### src/rtl/berr_pkg.sv
package berr_pkg;

    localparam int REG_W        = 32;
    localparam int SYND_LO      = 20;
    localparam int SYND_HI      = 23;
    localparam int ST_LKTO      = 3;
    localparam int ST_DTO       = 31;
    localparam int ST_CWD       = 17;
    localparam int ST_CRD_LO    = 18;
    localparam int ST_CRD_HI    = 19;
    localparam int CF_CWD_QUIET = 0;
    localparam int CF_CRD_QUIET = 1;
    localparam int CF_LKTO_OFF  = 2;
    localparam int CF_DTO_OFF   = 3;
    localparam int CF_FREEZE    = 31;

    typedef logic [REG_W-1:0] word_t;

    typedef enum logic {
        SEL_STATUS = 1'b0,
        SEL_CONFIG = 1'b1
    } reg_sel_e;

    typedef struct packed {
        logic freeze;
        logic dto_off;
        logic lkto_off;
        logic crd_quiet;
        logic cwd_quiet;
    } cfg_t;

    function automatic word_t synd_lanes();
        word_t m = '0;
        for (int b = SYND_LO; b <= SYND_HI; b++) m[b] = 1'b1;
        return m;
    endfunction

    function automatic word_t cfg_to_word(cfg_t c);
        word_t w = '0;
        w[CF_CWD_QUIET] = c.cwd_quiet;
        w[CF_CRD_QUIET] = c.crd_quiet;
        w[CF_LKTO_OFF]  = c.lkto_off;
        w[CF_DTO_OFF]   = c.dto_off;
        w[CF_FREEZE]    = c.freeze;
        return w;
    endfunction

    // lanes that an event may set under this configuration
    function automatic word_t event_gate(cfg_t c);
        word_t g = '1;
        g[ST_LKTO] = ~c.lkto_off;
        g[ST_DTO]  = ~c.dto_off;
        return g;
    endfunction

    // lanes that may drive the interrupt under this configuration
    function automatic word_t irq_gate(cfg_t c);
        word_t g = '1;
        g[ST_CWD] = ~c.cwd_quiet;
        for (int b = ST_CRD_LO; b <= ST_CRD_HI; b++) g[b] = ~c.crd_quiet;
        return g;
    endfunction

endpackage

### src/rtl/berr_cfg_reg.sv
module berr_cfg_reg
    import berr_pkg::*;
(
    input  logic clk,
    input  logic rst,
    input  logic we,
    input  cfg_t wval,
    output cfg_t cfg_q
);
    always_ff @(posedge clk) begin
        if (rst)     cfg_q <= '0;
        else if (we) cfg_q <= wval;
    end
endmodule

### src/rtl/berr_status_reg.sv
module berr_status_reg
    import berr_pkg::*;
(
    input  logic  clk,
    input  logic  rst,
    input  logic  hold,
    input  word_t set_v,
    input  word_t clr_v,
    output word_t nxt_o,
    output word_t q_o
);
    for (genvar i = 0; i < REG_W; i++) begin : g_bit
        always_comb begin
            if (set_v[i] && !hold) nxt_o[i] = 1'b1;
            else if (clr_v[i])     nxt_o[i] = 1'b0;
            else                   nxt_o[i] = q_o[i];
        end

        always_ff @(posedge clk) begin
            if (rst) q_o[i] <= 1'b0;
            else     q_o[i] <= nxt_o[i];
        end
    end
endmodule

### src/rtl/berr_lock_ctl.sv
module berr_lock_ctl
    import berr_pkg::*;
(
    input  logic  clk,
    input  logic  rst,
    input  logic  freeze,
    input  word_t trig_v,
    input  word_t status_nxt,
    output logic  locked_q
);
    localparam word_t NON_SYND = ~synd_lanes();

    logic locked_nxt;

    always_comb begin
        if (!freeze)       locked_nxt = 1'b0;
        else if (locked_q) locked_nxt = |status_nxt;
        else               locked_nxt = |(trig_v & NON_SYND);
    end

    always_ff @(posedge clk) begin
        if (rst) locked_q <= 1'b0;
        else     locked_q <= locked_nxt;
    end
endmodule

### src/rtl/bus_err_capture.sv
module bus_err_capture
    import berr_pkg::*;
(
    input  logic        clk,
    input  logic        rst,
    input  logic [31:0] evt_i,
    input  logic        wr_en_i,
    input  logic        wr_sel_i,
    input  logic [31:0] wr_data_i,
    input  logic        rd_sel_i,
    output logic [31:0] rd_data_o,
    output logic        irq_o,
    output logic        locked_o
);
    cfg_t  cfg_q;
    cfg_t  cfg_wval;
    word_t cfg_word;
    word_t status_q;
    word_t status_nxt;
    word_t trig_v;
    word_t clr_v;
    logic  cfg_we;
    logic  locked;

    assign cfg_we   = wr_en_i && (reg_sel_e'(wr_sel_i) == SEL_CONFIG);
    assign cfg_wval = '{freeze:    wr_data_i[CF_FREEZE],
                        dto_off:   wr_data_i[CF_DTO_OFF],
                        lkto_off:  wr_data_i[CF_LKTO_OFF],
                        crd_quiet: wr_data_i[CF_CRD_QUIET],
                        cwd_quiet: wr_data_i[CF_CWD_QUIET]};

    berr_cfg_reg u_cfg (
        .clk   (clk),
        .rst   (rst),
        .we    (cfg_we),
        .wval  (cfg_wval),
        .cfg_q (cfg_q)
    );

    assign trig_v = evt_i & event_gate(cfg_q);
    assign clr_v  = (wr_en_i && (reg_sel_e'(wr_sel_i) == SEL_STATUS)) ? wr_data_i : '0;

    berr_status_reg u_status (
        .clk   (clk),
        .rst   (rst),
        .hold  (locked),
        .set_v (trig_v),
        .clr_v (clr_v),
        .nxt_o (status_nxt),
        .q_o   (status_q)
    );

    berr_lock_ctl u_lock (
        .clk        (clk),
        .rst        (rst),
        .freeze     (cfg_q.freeze),
        .trig_v     (trig_v),
        .status_nxt (status_nxt),
        .locked_q   (locked)
    );

    assign cfg_word  = cfg_to_word(cfg_q);
    assign rd_data_o = (reg_sel_e'(rd_sel_i) == SEL_CONFIG) ? cfg_word : status_q;
    assign irq_o     = |(status_q & irq_gate(cfg_q));
    assign locked_o  = locked;
endmodule

### config.mk
export PLATFORM = sky130hd
export DESIGN_NAME = bus_err_capture
export DESIGN_NICKNAME = d
export VERILOG_FILES = /design/src/rtl/berr_pkg.sv /design/src/rtl/berr_cfg_reg.sv /design/src/rtl/berr_status_reg.sv /design/src/rtl/berr_lock_ctl.sv /design/src/rtl/bus_err_capture.sv
export SDC_FILE = /design/constraint.sdc
export NUM_CORES = 1
export LEC_CHECK = 0
export ABC_AREA = 1
export BUFFER_PORTS_ARGS = -buffer_cell sky130_fd_sc_hd__buf_4
export CORE_MARGIN = 2
export CORE_UTILIZATION = 46
export CTS_CLUSTER_DIAMETER = 200
export DETAILED_ROUTE_END_ITERATION = 10
export GPL_ROUTABILITY_DRIVEN = 0
export GPL_TIMING_DRIVEN = 0
export PLACE_DENSITY = 0.9
export SETUP_SLACK_MARGIN = 0.3
export SLEW_MARGIN = 20
export SYNTH_ARGS = -nofsm -noshare
export SYNTH_HDL_FRONTEND = slang
export SYNTH_SLANG_ARGS = --single-unit
### constraint.sdc
create_clock -name clk -period 2.95 [get_ports clk]
set_input_delay 0.1475 -clock clk [delete_from_list [all_inputs] [get_ports clk]]
set_output_delay 0.1475 -clock clk [all_outputs]
set_load 0.05 [all_outputs]
==> impl_metrics.tcl, run 1 <==
set metrics [dict create \
    die_area_um2 5350 \
    syn_area_um2 2200 \
    fillCellCount 426 \
    hold_ws_ns 0.133 \
    crit_arrival_ns 1.82 \
    cts-root-buf "clkbuf_8" \
    htree_levels 2 \
    status "complete, no violations" \
    grt_pass1_wl_um 12000 \
    final_util_pct 66.6 \
    cp.required_ns 2.80 \
    ys_async_sr_fraction_pct 0 \
    rows 25 \
    firstDrtPassIters 6 \
    slowest_delay_ns 0.52 \
    coreArea_um2 4660 \
    hpwl_um 5980 \
    cts_buffer_depth 2 \
    synthFlopType "dfxtp_1" \
    vias 2915 \
    yosys.area.top_type "dfxtp_1" \
    antenna_found_initial 0 \
    r2r_end "u_lock.locked_q" \
    netlist.area_leader.share_pct 34.6 \
    hold_depth 3 \
    synth_most_common_cell "nand2_1" \
    worstSetupPathType "reg2out" \
    ys_warn_count 0 \
    hold_violations 0 \
    rsz0062_at_grt "no" \
    synthesis.nets 437 \
    cp_top_family "simple AND/OR/NAND/NOR gates" \
    worst_slack_ns 0.984 \
    synth_area_leaders "dfxtp_1 (35%), nand2_1 (19%), nor2_1 (11%)" \
    fmax_ghz 0.509 \
    postSynthRegisterBits 38 \
    startpoint_type "register" \
    first_global_vias 2594 \
    reg2regPathDepth 10 \
    grt_usage_pct 28.9 \
    fin_crit_ns 1.97 \
    hold_end "u_cfg.cfg_q[1]" \
    cap_violations 0 \
    ant_nets 0 \
    postCtsSetupRepairBufs 0 \
    relSlewSlack_pct 62.7 \
    synth_seq_area_share_pct 34.6 \
    min_from "wr_data_i[1]" \
    pre_cts_slack_ns 1.40 \
    synth_edf_count 0 \
    cts-resized-gates 0 \
    fin_nets 543 \
    cp-end-kind "output pin" \
    ctsHoldBuffers 0 \
    initial_core_util_pct 47.2 \
    crit_fanout 3 \
    avgSynthCellArea_um2 5.98 \
    post-route-period-util_pct 66.6 \
    min_path_type "in2reg" \
    synth_cell_type_count 20 \
    drt_iter0_markers 275 \
    antennaDiodeCount 0 \
    routed_wl_um 7730 \
    cts_tree "built" \
    multiInputGateArea_um2 1180 \
    die_w_um 73.2 \
    io_pins 103 \
    yosys-top-cells-count "nand2_1 (113), nor2_1 (66), dfxtp_1 (38)" \
    grt_max_degree 12 \
    vias_per_cell 5.51 \
    grt.overflow.total 0 \
    reg2reg_from "u_lock.locked_q" \
    ff2ff_setup_slack_ns 1.42 \
    finalSetupViolCount 0 \
    drc 0 \
    clock-sinks 38 \
    crit_chain "nor4_1 -> nand4_1 -> nor2_1 -> nand3_1 -> buf_4" \
    clk_latency_ns 0.29 \
    cts_buffers 5 \
    cp_num_cells 5 \
    ir_drop_v 0.000211 \
    clk_pin_slew_ns 0.08 \
    crit_buf_inv 1 \
    skew_ns 0.00236 \
    drv_slew 0 \
    seq_area_um2 761 \
    dieHeight_um 73.2 \
    syn_to_final_growth_pct 41.0 \
    power.density_nw_per_um2 450 \
    fin_setup_tns_ns 0 \
    leakage_uw 0.00158 \
    numPortBuffers 99 \
    synthCells 368 \
    slowest_stage "nor4_1" \
    wl_per_cell_um 14.6 \
    worstMarginPinSlew_ns 0.560 \
    drive_gt1_share_pct 25.1 \
]
==> tightest hold or removal path: cells and delay by family <==
family,cells,cell delay [ns]
simple gates,1,0.06
buf+inv,1,0.11
compound gates,1,0.06
==> routing by layer <==
layer,up-vias,track usage (%),wire length [µm]
li1,1383,-,-
met1,1269,37.5,2920
met2,231,48.5,3640
met3,32,5.80,971
met4,0,8.02,192
met5,-,0,0
==> sequential cells by signal (all words and copies together), names as in the netlist <==
register         flops
u_status.q_o        32
u_cfg.cfg_q          5
u_lock.locked_q      1
==> layout by cell type, fill, tap and decap left out, types with 2 or more instances in the layout <==
| master | count |
|---|---|
| buf_6 | 5 |
| clkbuf_1 | 8 |
| nor2_1 | 66 |
| inv_1 | 37 |
| nand3_1 | 34 |
| buf_2 | 3 |
| a21oi_1 | 34 |
| a211oi_1 | 4 |
| buf_4 | 101 |
| nand4_1 | 4 |
| dfxtp_1 | 38 |
| nand2_1 | 113 |
| nor4_1 | 9 |
| o21ai_0 | 5 |
| inv_2 | 2 |
| clkbuf_8 | 6 |
==> power by group <==
part | internal, µW | leakage (µW) | switching [µW]
Clock | 189 | 0.0000482 | 188
Sequential | 554 | 0.000317 | 32.1
Combinational | 163 | 0.00121 | 269
==> how the worst max path moves through the flow <==
stage / end / from / slack [ns]
floorplan: rd_data_o[1] / u_status.q_o[1] / 1.36
global placement: irq_o / u_status.q_o[8] / 1.41
detailed placement: irq_o / u_status.q_o[8] / 1.40
CTS: irq_o / u_status.q_o[8] / 1.09
global route: irq_o / u_status.q_o[8] / 0.99
finish: irq_o / u_status.q_o[8] / 0.98
==> cells by family (layout without fill, tap and decap cells) <==
family,count (synthesis),count (layout),share of synthesized area [%]
buffers and inverters,57,164,11.9
AOI/OAI and AO/OA,44,44,10.5
and+or+nand+nor,229,229,43.0
DFF,38,38,34.6
==> through the flow <==
step	power, µW	cells	instance area (µm²)
finish	1390	529	3100
global route	1450	529	3100
CTS	1380	529	3100
detailed placement	1020	521	3010
global placement	1010	521	3010
floorplan	849	368	2200
==> cell type report <==
cell class	instances	area share, %
sequential	38	24.5
timing repair buffer	99	24.0
inverter	39	4.72
multi-input combinational	273	37.9
tap	54	2.18
buffer	18	3.75
clock inverter	1	0.161
clock buffer	7	2.78
No activity file was read; power rests on OpenSTA's default activity.
==> run 2: changes to the inputs <==
==> constraint.sdc (replaced) <==
create_clock -name clk -period 1.9 [get_ports clk]
set_input_delay 0.095 -clock clk [delete_from_list [all_inputs] [get_ports clk]]
set_output_delay 0.095 -clock clk [all_outputs]
set_load 0.05 [all_outputs]
==> run 2 against run 1 <==
  * Worst setup slack lost 0.75 ns
  * Clock skew increased by 0.00091 ns
  * Final cell count increased by 0.19%
  * Global-route usage is 0.11 points higher
  * Sequential share of layout area fell by 0.16 points
  * Clock-buffer cell count stayed put
  * Die area did not move
  * Sequential power rose by 56%
  * Clock power is 55% higher
  * Via count down 2.2%
  * Sequential cell count unchanged
==> impl_metrics.tcl, run 2 (synthesis gave the netlist of run 1 again) <==
set metrics [dict create \
    relSlewSlack_pct 64.1 \
    hold_end "u_status.q_o[23]" \
    r2r_end "u_lock.locked_q" \
    cp-startpoint "u_status.q_o[7]" \
    clk_latency_ns 0.29 \
    grt.overflow.total 0 \
    coreArea_um2 4660 \
    ff2ff_setup_slack_ns 0.49 \
    ir_drop_v 0.000327 \
    grt_pass1_wl_um 12000 \
    finalSetupViolCount 0 \
    grt_max_degree 12 \
    drv_slew 0 \
    crit_fanout 2 \
    largestRegisters "u_status.q_o (32), u_cfg.cfg_q (5), u_lock.locked_q (1)" \
    vias_per_cell 5.38 \
    grt_usage_pct 29.0 \
    rsz0062_at_grt "yes" \
    fin_setup_tns_ns 0 \
    cp.required_ns 1.80 \
    rows 25 \
    syn_to_final_growth_pct 43.6 \
    die_area_um2 5350 \
    largest-register "u_status.q_o" \
    seqPwrFrac_pct 42.1 \
    min_from "evt_i[23]" \
    worstSetupPathType "reg2out" \
    hold_violations 0 \
    fillCellCount 410 \
    hold_depth 3 \
    firstDrtPassIters 6 \
    fin_nets 544 \
    wl_per_cell_um 14.6 \
    fmax_ghz 0.601 \
    antenna_found_initial 0 \
    drc 0 \
    clock-sinks 38 \
    cts_buffer_depth 2 \
    crit_arrival_ns 1.57 \
    ctsHoldBuffers 0 \
    switchingPower_uw 766 \
    clk_pin_slew_ns 0.08 \
    layout_common_cells "nand2_1 (113), buf_4 (101), nor2_1 (66)" \
    cap_violations 0 \
    cts_buffers 5 \
    min_path_type "in2reg" \
    first_global_vias 2612 \
    skew_ns 0.00327 \
    startpoint_type "register" \
    switching_share_pct 35.1 \
    hpwl_um 5980 \
    drive_gt1_share_pct 26.9 \
    initial_core_util_pct 47.2 \
    cts-root-buf "clkbuf_8" \
    reg2reg_from "u_lock.locked_q" \
    leakage_uw 0.00159 \
    power.density_nw_per_um2 691 \
    antennaDiodeCount 0 \
    fin_crit_ns 1.67 \
    cp-end-kind "output pin" \
    drt_iter0_markers 305 \
    power_uw 2180 \
    p_clk_share_pct 26.8 \
    worstMarginPinSlew_ns 0.538 \
    post-route-period-util_pct 87.6 \
    io_pins 103 \
    status "complete, no violations" \
    p_int_uw 1410 \
    vias 2850 \
    reg2regPathDepth 10 \
    die_w_um 73.2 \
    largest_reg_flops 32 \
    combPwrFrac_pct 31.1 \
    mostFrequentLayoutCell "nand2_1" \
    cts_tree "built" \
    routed_wl_um 7760 \
    dieHeight_um 73.2 \
    htree_levels 2 \
    numPortBuffers 99 \
    ant_nets 0 \
]
[run 2: cell types whose count changed in the layout (fill, tap and decap cells not counted), sizes merged]
cell	before	now
buf	110	111
[run 2: stage by stage]
step	std cells	setup slack (ns)	instance area [µm²]	util [%]	hold slack, ns
after floorplan	368	0.333	2200	-	0.243
after global placement	521	0.415	3010	64.6	0.375
after detailed placement	521	0.405	3010	64.6	0.386
after CTS	530	0.287	3140	67.3	0.0856
after global routing	530	0.137	3160	67.8	0.0918
final	530	0.235	3160	67.8	0.0843
[run 2: power by group through the flow]
stage	registers (µW)	clock network, µW	logic [µW]
floorplan	914	0	404
global placement	922	0	648
detailed placement	925	0	658
CTS	911	580	668
global route	925	611	729
finish	917	585	678
[run 2: worst max-delay path, cell delays in order, from the launching register on]
cell     delay, ns
dfxtp_2       0.34
nor4_4        0.31
nand4_1       0.21
nor2_1        0.15
nand3_1       0.10
buf_6         0.17
[run 2: per-layer routing]
metal,part of all wire (%),up-vias,GRT usage [%]
met5,0,-,0
met4,1.1,0,8.02
met3,11,13,5.80
met2,48,194,48.8
met1,39,1255,37.6
li1,-,1388,-
[run 2: worst max-delay path by stage]
stage	endpoint
6_report	irq_o
5_1_grt	irq_o
4_1_cts	irq_o
3_5_place_dp	irq_o
3_3_place_gp	irq_o
2_1_floorplan	u_lock.locked_q
[run 2: timing repair]
action | 4_1_cts | 5_1_grt
pin swaps | 3 | 3
setup endpoints to repair | 1 | 2
resized for setup | 6 | 6
buffers inserted | 1 | 0
[run 2: final cells by class]
| type | count | area, µm² | share of cell area (%) |
|---|---|---|---|
| Multi-Input combinational cell | 273 | 1210 | 38.4 |
| Sequential cell | 38 | 769 | 24.4 |
| Timing Repair Buffer | 100 | 754 | 23.9 |
| Inverter | 39 | 146 | 4.64 |
| Buffer | 18 | 116 | 3.68 |
| Clock buffer | 7 | 86.3 | 2.73 |
| Tap cell | 54 | 67.6 | 2.14 |
| Clock inverter | 1 | 5.00 | 0.158 |
